## src/rtl/pfd_pkg.sv

```systemverilog
package pfd_pkg;
  localparam int unsigned BLK_W = 4;
  localparam int unsigned CP_W  = 2;
  localparam int unsigned N_CH  = 2;
  localparam int unsigned CH_UP = 0;
  localparam int unsigned CH_DN = 1;
endpackage

```

## src/rtl/pfd_flag.sv

```systemverilog
module pfd_flag (
  input  logic clk,
  input  logic rst,
  input  logic pulse_in,
  input  logic clr,
  output logic flag
);
  logic pulse_d;
  logic rise;

  assign rise = pulse_in & ~pulse_d;

  always_ff @(posedge clk) begin
    if (rst) begin
      pulse_d <= 1'b0;
      flag    <= 1'b0;
    end else begin
      pulse_d <= pulse_in;
      if (rise)
        flag <= 1'b1;
      else if (clr)
        flag <= 1'b0;
    end
  end

  // a fresh edge always leaves the control high, even on a clear edge
  p_edge_sets_r9: assert property (@(posedge clk) disable iff (rst)
    (pulse_in && !pulse_d) |=> flag);
endmodule

```

## src/rtl/pfd_bl_timer.sv

```systemverilog
module pfd_bl_timer #(
  parameter int unsigned BLK_W = 4
) (
  input  logic             clk,
  input  logic             rst,
  input  logic             up,
  input  logic             dn,
  input  logic [BLK_W-1:0] blk_len,
  output logic             clr
);
  localparam logic [BLK_W-1:0] ONE = BLK_W'(1);

  logic [BLK_W-1:0] cnt;
  logic [BLK_W-1:0] eff;
  logic             both;

  assign eff  = (blk_len == '0) ? ONE : blk_len;
  assign both = up & dn;
  assign clr  = both && (cnt == eff - ONE);

  always_ff @(posedge clk) begin
    if (rst)
      cnt <= '0;
    else if (clr || !both)
      cnt <= '0;
    else
      cnt <= cnt + ONE;
  end

  // overlap ends only once the window has been counted out
  p_overlap_len_r4: assert property (@(posedge clk) disable iff (rst)
    $fell(up && dn) |-> ($past(cnt) == $past(eff) - ONE));

  // count stays inside the effective window
  p_cnt_bound_r7: assert property (@(posedge clk) disable iff (rst)
    cnt < eff);
endmodule

```

## src/rtl/pfd_backlash.sv

```systemverilog
module pfd_backlash
  import pfd_pkg::*;
#(
  parameter int unsigned BL_W = BLK_W,
  parameter int unsigned C_W  = CP_W
) (
  input  logic            clk,
  input  logic            rst,
  input  logic            ref_pulse,
  input  logic            div_pulse,
  input  logic [BL_W-1:0] blk_len,
  input  logic [C_W-1:0]  cp_sel,
  output logic            pump_up,
  output logic            pump_dn,
  output logic [C_W-1:0]  cp_code
);
  logic [N_CH-1:0] pulses;
  logic [N_CH-1:0] flags;
  logic            clr;

  assign pulses[CH_UP] = ref_pulse;
  assign pulses[CH_DN] = div_pulse;

  for (genvar g = 0; g < N_CH; g++) begin : g_ch
    pfd_flag u_flag (
      .clk      (clk),
      .rst      (rst),
      .pulse_in (pulses[g]),
      .clr      (clr),
      .flag     (flags[g])
    );
  end

  pfd_bl_timer #(.BLK_W(BL_W)) u_timer (
    .clk     (clk),
    .rst     (rst),
    .up      (flags[CH_UP]),
    .dn      (flags[CH_DN]),
    .blk_len (blk_len),
    .clr     (clr)
  );

  assign pump_up = flags[CH_UP];
  assign pump_dn = flags[CH_DN];

  always_ff @(posedge clk) begin
    if (rst)
      cp_code <= '0;
    else
      cp_code <= cp_sel;
  end

  // reset clears every output
  p_reset_clears_r1: assert property (@(posedge clk)
    rst |=> (!pump_up && !pump_dn && cp_code == '0));

  // UP alone never drops
  p_up_alone_holds_r6: assert property (@(posedge clk) disable iff (rst)
    (pump_up && !pump_dn) |=> pump_up);

  // DOWN alone never drops
  p_dn_alone_holds_r3: assert property (@(posedge clk) disable iff (rst)
    (pump_dn && !pump_up) |=> pump_dn);

  // a control only falls out of an overlap
  p_fall_from_pair_r5: assert property (@(posedge clk) disable iff (rst)
    ($fell(pump_dn) || $fell(pump_up)) |-> ($past(pump_up) && $past(pump_dn)));

  // current code follows its input one edge later
  p_cp_pass_r8: assert property (@(posedge clk) disable iff (rst)
    !$past(rst) |-> (cp_code == $past(cp_sel)));
endmodule

```

## config.mk

```make
export PLATFORM = sky130hd
export DESIGN_NAME = pfd_backlash
export DESIGN_NICKNAME = d
export VERILOG_FILES = /design/src/rtl/pfd_pkg.sv /design/src/rtl/pfd_flag.sv /design/src/rtl/pfd_bl_timer.sv /design/src/rtl/pfd_backlash.sv
export SDC_FILE = /design/constraint.sdc
export NUM_CORES = 1
export LEC_CHECK = 0
export ABC_AREA = 1
export BUFFER_PORTS_ARGS = -buffer_cell sky130_fd_sc_hd__buf_2
export CAP_MARGIN = 20
export CORE_MARGIN = 2
export CORE_UTILIZATION = 35
export CTS_CLUSTER_SIZE = 12
export DETAILED_ROUTE_END_ITERATION = 10
export HOLD_SLACK_MARGIN = 0.15
export PLACE_DENSITY_LB_ADDON = 0.08
export REMOVE_ABC_BUFFERS = 1
export SETUP_SLACK_MARGIN = 0.3
export SYNTH_ARGS = -nofsm -noshare
export SYNTH_HDL_FRONTEND = slang
export SYNTH_SLANG_ARGS = --single-unit
```

## constraint.sdc

```tcl
create_clock -name clk -period 3 [get_ports clk]
set_input_delay 0.15 -clock clk [delete_from_list [all_inputs] [get_ports clk]]
set_output_delay 0.15 -clock clk [all_outputs]
set_load 0.01 [all_outputs]
```

# ---- Word level (Yosys, flattened, before mapping)
# Cells that the tools add are included.
# Widths: inputs -> output; s select.
dict set report totals {
  regBits 10
  inputBits 10
  output_inout_bits 4
}
dict set report op_classes {
  addsub 2
  eq_ne 1
  n_mux 4
  n_bitwise 5
  n_reduce_logical 7
}
# cell n
set ops {}
lappend ops {{$add 4x1->4 const B} 1}
lappend ops {{$eq 4x4->1} 1}
lappend ops {{$logic_not 4->1} 1}
lappend ops {{$mux 4} 1}
lappend ops {{$reduce_bool 2->1} 2}
lappend ops {{$sub 4x1->4 const B} 1}
lappend ops {{$and 1x1->1} 3}
lappend ops {{$mux 1} 3}
lappend ops {{$not 1->1} 2}
lappend ops {{$reduce_or 2->1} 1}
lappend ops {{$logic_and 1x1->1} 1}
lappend ops {{$logic_not 1->1} 1}
lappend ops {{$logic_or 1x1->1} 1}

# ---- Depth between registers and ports, before layout
# Gate-level depths: netlist (run 1).
dict set report depth {
  depth_word 7
  depth_mapped 14
  depth_no_buf 14
}

# ---- By module
# From an unflattened synthesis (run 1), not the netlist that was laid out.
dict set report hier_totals {
  cells_unflattened 71
  area_unflattened_um2 494.2
}
# mod instances cells_each area_each_um2
set modules_own_cells {}
lappend modules_own_cells {pfd_bl_timer 1 45 284.0}
lappend modules_own_cells {pfd_flag 2 10 77.6}
lappend modules_own_cells {pfd_backlash 1 6 55.1}

# ---- Worst setup path before layout (run 1)
# Ideal clock, no wire load.
dict set report synth_timing {
  path_kind {input-to-reg}
  startpoint {input blk_len[1]}
  endpoint {register u_timer.cnt[0]}
  arrival_time_ps 1244
  required_ps 2880
  setup_slack_ps 1636
  stages 11
  path_buffers 0
  cell_sequence {nor2_2 nand2_2 nand2_2 inv_1 ha_1 xor2_1 nand3_2 nor2_2 nand2_1 nand2_2 nor2_1}
}
dict set report synth_via {
  elab_chain_cells 7
}
# item line_no
set synth_lines {}
lappend synth_lines {{start, declared} pfd_backlash.sv:11} ;# input logic [BL_W-1:0] blk_len,
lappend synth_lines {{$logic_not 4->1} pfd_bl_timer.sv:17} ;# assign eff = (blk_len == '0) ? ONE : blk_len;
lappend synth_lines {{$mux 4 (*)} pfd_bl_timer.sv:17}
lappend synth_lines {{$sub 4x1->4 (*)} pfd_bl_timer.sv:19} ;# assign clr = both && (cnt == eff - ONE);
lappend synth_lines {{$eq 4x4->1 (*)} pfd_bl_timer.sv:19}
lappend synth_lines {{$logic_and 1x1->1 (*)} pfd_bl_timer.sv:19}
lappend synth_lines {{$logic_or 1x1->1 (*)} pfd_bl_timer.sv:24} ;# else if (clr || !both)
lappend synth_lines {{$reduce_or 2->1 (no line) (*)} n/a}
lappend synth_lines {{end signal, assigned} pfd_bl_timer.sv:27} ;# cnt <= cnt + ONE;
lappend synth_lines {{end, declared} pfd_bl_timer.sv:13} ;# logic [BLK_W-1:0] cnt;
# Mark *: on every way between the ends. The rest lies on a longest branch, timed or not.
# A chain may end at the register's enable or synchronous reset.

# ---- Worst setup path after layout (run 1)
dict set report layout_timing {
  startpoint {input blk_len[1]}
  endpoint {register g_ch[1].u_flag.flag}
}
dict set report layout_via {
  elab_chain_cells 6
}
# item line_no
set layout_lines {}
lappend layout_lines {{$logic_not 4->1} pfd_bl_timer.sv:17}
lappend layout_lines {{$mux 4 (*)} pfd_bl_timer.sv:17}
lappend layout_lines {{$sub 4x1->4 (*)} pfd_bl_timer.sv:19}
lappend layout_lines {{$eq 4x4->1 (*)} pfd_bl_timer.sv:19}
lappend layout_lines {{$logic_and 1x1->1 (*)} pfd_bl_timer.sv:19}
lappend layout_lines {{$reduce_bool 2->1 (no line) (*)} n/a}
lappend layout_lines {{end signal, assigned} pfd_flag.sv:16} ;# flag <= 1'b0;
lappend layout_lines {{end signal, assigned} pfd_flag.sv:20} ;# flag <= 1'b1;
lappend layout_lines {{end signal, assigned} pfd_flag.sv:22} ;# flag <= 1'b0;
lappend layout_lines {{end, declared} pfd_flag.sv:6} ;# output logic flag
# Marks and branches as above.

==> results of run 1 <==
flip-flops by register name (all words and copies together), names as in the netlist:
signal               count
cp_code                  2
g_ch.u_flag.flag         2
g_ch.u_flag.pulse_d      2
u_timer.cnt              4
where the power goes:
group	switching [mW]	internal (mW)
clock	0.0488	0.0737
combinational	0.0233	0.0245
sequential	0.00322	0.139
total	0.0753	0.237
final cells by class:
cell class / instances / area [sq um] / area share [%]
clock buffers: 4 / 36.3 / 5.18
well taps: 15 / 18.8 / 2.68
inverters: 17 / 63.8 / 9.11
flip-flops and latches: 10 / 200 / 28.6
repair buffers: 21 / 145 / 20.7
multi-input cells: 43 / 236 / 33.8
worst register-to-register path, cell delays in order, from the launching register on:
cell	delay, ns
dfxtp_1	0.37
xor2_1	0.18
nand3_2	0.09
nor2_2	0.11
nand3_1	0.10
nand2_1	0.07
nand2_1	0.04
layer usage:
layer | part of all wire [%] | GRT usage (%) | wire length, microns
met1 | 52 | 11.7 | 416
met2 | 38 | 15.9 | 306
met3 | 8.0 | 4.35 | 64
met4 | 1.9 | 5.81 | 15
met5 | 0 | 0 | 0
synth_stat cells:
cell type  instances
ha_1               2
xnor2_1            1
xor2_2             1
nor2_2             2
nand2_2            4
dfxtp_1           10
nand3b_1           1
inv_2              1
nor2_1            10
nor3_1             1
nand3_2            1
nand3_1            3
nand2_1           15
xor2_1             2
inv_1             16
logic make-up after synthesis:
family                     share of synthesized area [%]
xor gates and xnor gates                            8.50
adders and majority gates                           5.00
buffers and inverters                               12.7
DFF                                                 40.0
and+or+nand+nor                                     33.7
metrics by stage:
| step | setup WS (ns) | total power, mW | util, % | area (sq um) |
|---|---|---|---|---|
| 2_1_floorplan | 1.64 | 0.171 | - | 500 |
| 3_3_place_gp | 1.45 | 0.185 | 44.3 | 584 |
| 3_5_place_dp | 1.43 | 0.186 | 44.3 | 584 |
| 4_1_cts | 1.72 | 0.316 | 53.2 | 701 |
| 5_1_grt | 1.59 | 0.326 | 53.2 | 701 |
| 6_report | 1.74 | 0.312 | 53.2 | 701 |
worst min path at each step:
| stage | slack, ns | from | cells after the start | to |
|---|---|---|---|---|
| after floorplan | 0.22 | rst | 1 | cp_code[0]$_SDFF_PP0_ |
| after global placement | 0.35 | cp_sel[1] | 3 | cp_code[1]$_SDFF_PP0_ |
| after detailed placement | 0.36 | cp_sel[0] | 3 | cp_code[0]$_SDFF_PP0_ |
| after CTS | 0.22 | rst | 4 | g_ch[0].u_flag.flag$_SDFFE_PP0P_ |
| after global routing | 0.25 | rst | 4 | g_ch[1].u_flag.flag$_SDFFE_PP0P_ |
| final | 0.23 | rst | 4 | g_ch[0].u_flag.flag$_SDFFE_PP0P_ |
==> out/results.ini, run 1 <==
[status]
outcome=finished clean

[logic_synthesis]
avgSynthCellArea_sq_um=7.15
yosys.area.top_type_share_pct=40.0
ys_seq_area_share_pct=40.0
syn_area_sq_um=500
ys_ff_latch=10
synth_cell_types=15
synth.area.top_cells=dfxtp_1 40%, inv_1 12%, nand2_1 11%
ys_warn_count=0
yosysTopAreaCell=dfxtp_1
netlist_instances=70

[setup_path]
r2r_end=g_ch[1].u_flag.flag$_SDFFE_PP0P_
worstPathCellList=buf_2 -> nor2_2 -> nand2_2 -> nand2_2 -> inv_1 -> ha_1 -> xor2_1 -> nand3_2 -> nor2_2 -> nand3_1 -> nand2_1 -> nand2_1
rr_startpoint=u_timer.cnt[1]$_SDFF_PP0_
cp_max_fo=2
cpMaxStageDelayCell=ha_1
path_class=in -> reg
endpoint=g_ch[1].u_flag.flag$_SDFFE_PP0P_
worstPathRequired_ns=3.17
r2r_setup_slack_ns=1.93
cp.depth=12
cp.arrival_ns=1.44
worstSetupStartpoint=blk_len[1]
crit_family=simple AND/OR/NAND/NOR gates
cp_slowest_stage_delay_ns=0.29
path_buf_inv=2
start_kind=input port
reg2reg_depth=6
setup.worst_path.end_class=flip-flop

[layout]
layout_common_cells=16 x inv_1, 15 x nand2_1, 13 x buf_2
fin_cells=110
fillCellCount=143
antenna_cells=0
drive_above_1_share_pct=27.4
fin_nets=108
syn_to_final_growth_pct=40.0
layout_commonest_cell=inv_1

[die]
core_area_sq_um=1320
dieHeight_microns=41.8
initial_core_util_pct=38.0
design.die.area_sq_um=1750
die_w_microns=41.8
rows=13
io_pins=14

[global_routing]
grt_pass1_wl_microns=1340
grt_pass1_vias=360
grt-ovfl-total=0
grt_max_degree=8
antenna_found_initial=0
track_usage_pct=10.3

[sta]
max-slew-margin-rel_pct=85.9
whs_ns=0.225
final_hold_viol_count=0
max_freq_mhz=791
rsz0062_at_grt=no
setup_viol=0
fin_crit_sh_pct=42.2
setup_tns_ns=0
finClkSkew_ns=0.00493
slew_viol_final=0
worst_pin_slew_ns=0.210
fin_crit_ns=1.26

[drt]
routed_wl_microns=802
vias=444
post-route-drc-count=0
wl_per_cell_microns=7.29
dr.pass1.iters=4
antenna_left=0
drt_iter0_markers=11
vias_per_cell=4.04

[clock_tree]
cts-buffers-inserted=3
cts_buffer_depth=2
cts_resized=0
cts.clk_slew.worst_paths_ns=0.07
root_buffer=clkbuf_4
cts_setup_buffers=0
clk_latency_ns=0.27
htree_levels=1
tritoncts=done
cts_sinks=10
cts_hold_buffers=8

[place]
post-dp-hpwl_microns=620
placed_cells=98
gp_congestion=0.647
portBuffers=13

[power]
p_leak_nw=0.382
ir_worst_vdd_mv=0.223
powerDensity_nw_per_um2=446

[hold_path]
hold_class=in -> reg

[flow_run]
drv_cap=0

Note: power is estimated with default switching activity, not from simulation.
==> run 2, diff against run 1 <==
--- a/config.mk
+++ b/config.mk
@@ -5,7 +5,7 @@
 export SDC_FILE = /design/constraint.sdc
 export NUM_CORES = 1
 export LEC_CHECK = 0
-export ABC_AREA = 1
+export ABC_AREA = 0
 export BUFFER_PORTS_ARGS = -buffer_cell sky130_fd_sc_hd__buf_2
 export CAP_MARGIN = 20
 export CORE_MARGIN = 2
==> constraint.sdc (replaced) <==
create_clock -name clk -period 1.2 [get_ports clk]
set_input_delay 0.06 -clock clk [delete_from_list [all_inputs] [get_ports clk]]
set_output_delay 0.06 -clock clk [all_outputs]
set_load 0.01 [all_outputs]
==> run 2 against run 1 <==
Effect of this change: the flow now finishes with violations (negative setup slack); critical path depth decreased by 9; first-iteration DRC count decreased by 73%; utilization increased by 7.1 points; setup slack got worse by 1.7 ns; cell count decreased by 15%; global-route usage increased by 4.7 points; hold slack got worse by 0.052 ns.
==> out/results.ini, run 2 <==
[clock_tree]
cts.clk_slew.worst_paths_ns=0.06  ; about the same
cts_setup_buffers=0  ; unchanged
root_buffer=clkbuf_4
cts_buffer_depth=2  ; unchanged
cts_sinks=10  ; unchanged
htree_levels=1  ; unchanged
tritoncts=done
cts-buffers-inserted=3  ; unchanged
clk_latency_ns=0.25  ; -0.02 ns

[logic_synthesis]
synthArstFlopShare_pct=0  ; unchanged
syn_area_sq_um=474  ; -5.2%
synth-xor-area-share_pct=9.23  ; +0.73 points
synth.most_common_cell=dfxtp_1
yosysTopAreaCell=dfxtp_1
synthFlopType=dfxtp_1
synth.area.top_cells=dfxtp_1 42%, nor2b_1 9.2%, xnor2_1 7.4%
avgSynthCellArea_sq_um=9.48  ; +33%
synth_cell_types=20  ; +5
yosys.area.top_type_share_pct=42.2  ; +2.2 points
synthAdderAreaFrac_pct=5.28  ; +0.28 points
ys_warn_count=0  ; unchanged
synthMuxAreaShare_pct=2.11  ; +2.1 points
netlist_instances=50  ; -29%
synth_top_family_by_area=simple AND/OR/NAND/NOR gates
synthSimpleGateAreaFrac_pct=24.8  ; -8.9 points
synth_edf_count=0  ; unchanged
synth_compound_area_share_pct=14.8  ; +15 points
synthTopCellsByCount=10 x dfxtp_1, 7 x nor2b_1, 4 x a21oi_1, 4 x xnor2_1
ys_seq_area_share_pct=42.2  ; +2.2 points
ys_ff_latch=10  ; unchanged

[layout]
antenna_cells=0  ; unchanged
largest_reg_flops=4  ; unchanged
fin_util_pct=60.3  ; +7.1 points
largest-register=u_timer.cnt
fin_nets=92  ; -15%
layout_common_cells=12 x buf_2, 8 x dfxtp_1, 7 x nor2b_1, 7 x buf_4, 5 x dlygate4sd3_1
layout_commonest_cell=buf_2
fin_cells=93  ; -15%
drive_above_1_share_pct=48.7  ; +21 points
syn_to_final_growth_pct=63.3
fillCellCount=129  ; -9.8%

[die]
initial_core_util_pct=36.9  ; -1.1 points
dieHeight_microns=40.8  ; -2.4%
rows=13  ; unchanged
die_w_microns=40.8  ; -2.4%
core_area_sq_um=1280  ; -2.5%
io_pins=14  ; unchanged
design.die.area_sq_um=1670  ; -4.7%

[sta]
fin_crit_sh_pct=100
fin_crit_ns=1.20
slew_viol_final=0  ; unchanged
finClkSkew_ns=0.00165  ; -0.00328 ns
setup_ws_ns=-0.00404  ; -1.74 ns
setup_viol=2  ; +2
max-slew-margin-rel_pct=77.1  ; -8.8 points
worst_pin_slew_ns=0.342  ; +0.132 ns
rsz0062_at_grt=yes
max_freq_mhz=831
whs_ns=0.173  ; -0.0525 ns
final_hold_viol_count=0  ; unchanged

[setup_path]
start_kind=flip-flop
worstPathRequired_ns=1.33  ; -1.84 ns
cp.arrival_ns=1.33  ; -0.11 ns
cp_max_fo=6  ; +4
worstSetupStartpoint=u_timer.cnt[0]$_SDFF_PP0_
path_class=reg -> reg
setup.worst_path.end_class=flip-flop
rr_startpoint=u_timer.cnt[0]$_SDFF_PP0_

[power]
power_frac_comb_pct=23.0  ; +7.7 points
p_leak_nw=0.336  ; -12%
p_seq_share_pct=48.2  ; +2.7 points
p_int_mw=0.553  ; +130%
clkPwrFrac_pct=28.9  ; -10 points
total_power_mw=0.742  ; +140%
powerDensity_nw_per_um2=958  ; +110%
ir_worst_vdd_mv=0.764  ; +240%
swShare_pct=25.4  ; +1.3 points
p_sw_mw=0.188  ; +150%

[place]
pre_cts_ws_ns=-0.366  ; -1.79 ns
gp_congestion=0.669  ; +3.4%
post-dp-hpwl_microns=733  ; +18%
portBuffers=13  ; unchanged
placed_cells=85  ; -13%

[drt]
dr.pass1.iters=2  ; -2
drt_iter0_markers=3  ; -8
antenna_left=0  ; unchanged
routed_wl_microns=1070  ; +34%
vias=451  ; +1.6%
post-route-drc-count=0  ; unchanged
wl_per_cell_microns=11.5  ; +58%
vias_per_cell=4.85  ; +20%

[global_routing]
antenna_found_initial=0  ; unchanged
track_usage_pct=15.0  ; +4.7 points
grt_pass1_vias=420  ; +17%
grt-ovfl-total=0  ; unchanged
grt_max_degree=7  ; -1
grt_pass1_wl_microns=1610  ; +20%

[status]
outcome=finished, violations left
violations=negative setup slack

[hold_path]
worstHoldStart=rst
hold_class=in -> reg

[flow_run]
drv_cap=0  ; unchanged

## run 2: cell types whose count changed after synthesis, moves of 4 or more
cell and change:
nor2_1 -7, nand2_1 -13, nand2_2 -4, a21oi_1 +4, nor2b_1 +7, inv_1 -14
## run 2: what timing repair did
action                     in CTS  in global routing
hold buffers                    5                  0
resized for setup               7                 12
pin swaps                       8                  7
hold endpoints to repair        4                  0
setup endpoints to repair       6                  7
## run 2: layout make-up
type                    count  area [sq um]  area share (%)
multi-input cells          38           349            45.1
clock buffers               3          22.5            2.91
repair buffers             25           174            22.5
inverters                   2          7.51           0.969
flip-flops and latches     10           203            26.2
well taps                  15          18.8            2.42
## run 2: logic make-up after synthesis
logic type / count (synthesis)
simple gates: 20
compound gates: 10
flops: 10
xor+xnor: 5
buf+inv: 2
fa+ha+maj: 2
mux: 1
## run 2: path summary, 6_finish.rpt
path | depth (start not counted) | end | slack, ns
worst min-delay path | 4 | u_timer.cnt[1]$_SDFF_PP0_ | 0.17
worst max register to register | 3 | u_timer.cnt[2]$_SDFF_PP0_ | -0.004
worst max-delay path | 3 | u_timer.cnt[2]$_SDFF_PP0_ | -0.004
worst min register to register | 2 | u_timer.cnt[1]$_SDFF_PP0_ | 0.48
## run 2: power by group through the flow
stage               Combinational, mW  Clock [mW]  Sequential (mW)
floorplan                      0.0584           0            0.369
global placement                0.117           0            0.364
detailed placement              0.118           0            0.363
CTS                             0.146       0.223            0.356
global route                    0.188       0.241            0.359
finish                          0.170       0.214            0.357
## run 2: layer usage
| layer | track usage, % | vias up | part of all wire, % |
|---|---|---|---|
| li1 | - | 235 | - |
| met4 | 5.00 | 0 | 0 |
| met5 | 0 | - | 0 |
| met3 | 4.89 | 0 | 2.8 |
| met2 | 28.1 | 11 | 54 |
| met1 | 15.2 | 205 | 43 |
## run 2: worst max-delay path, cell delays in order (launching register included)
cell	delay [ns]
dfxtp_1	0.31
or4_4	0.52
o211ai_4	0.14
a211oi_1	0.11
## run 2: stage by stage
step | TNS, ns | cell area (sq um)
final | -0.00561 | 774
after global routing | -0.216 | 774
after CTS | -0.0244 | 724
after detailed placement | -2.00 | 611
after global placement | -1.71 | 611
after floorplan | -0.331 | 474
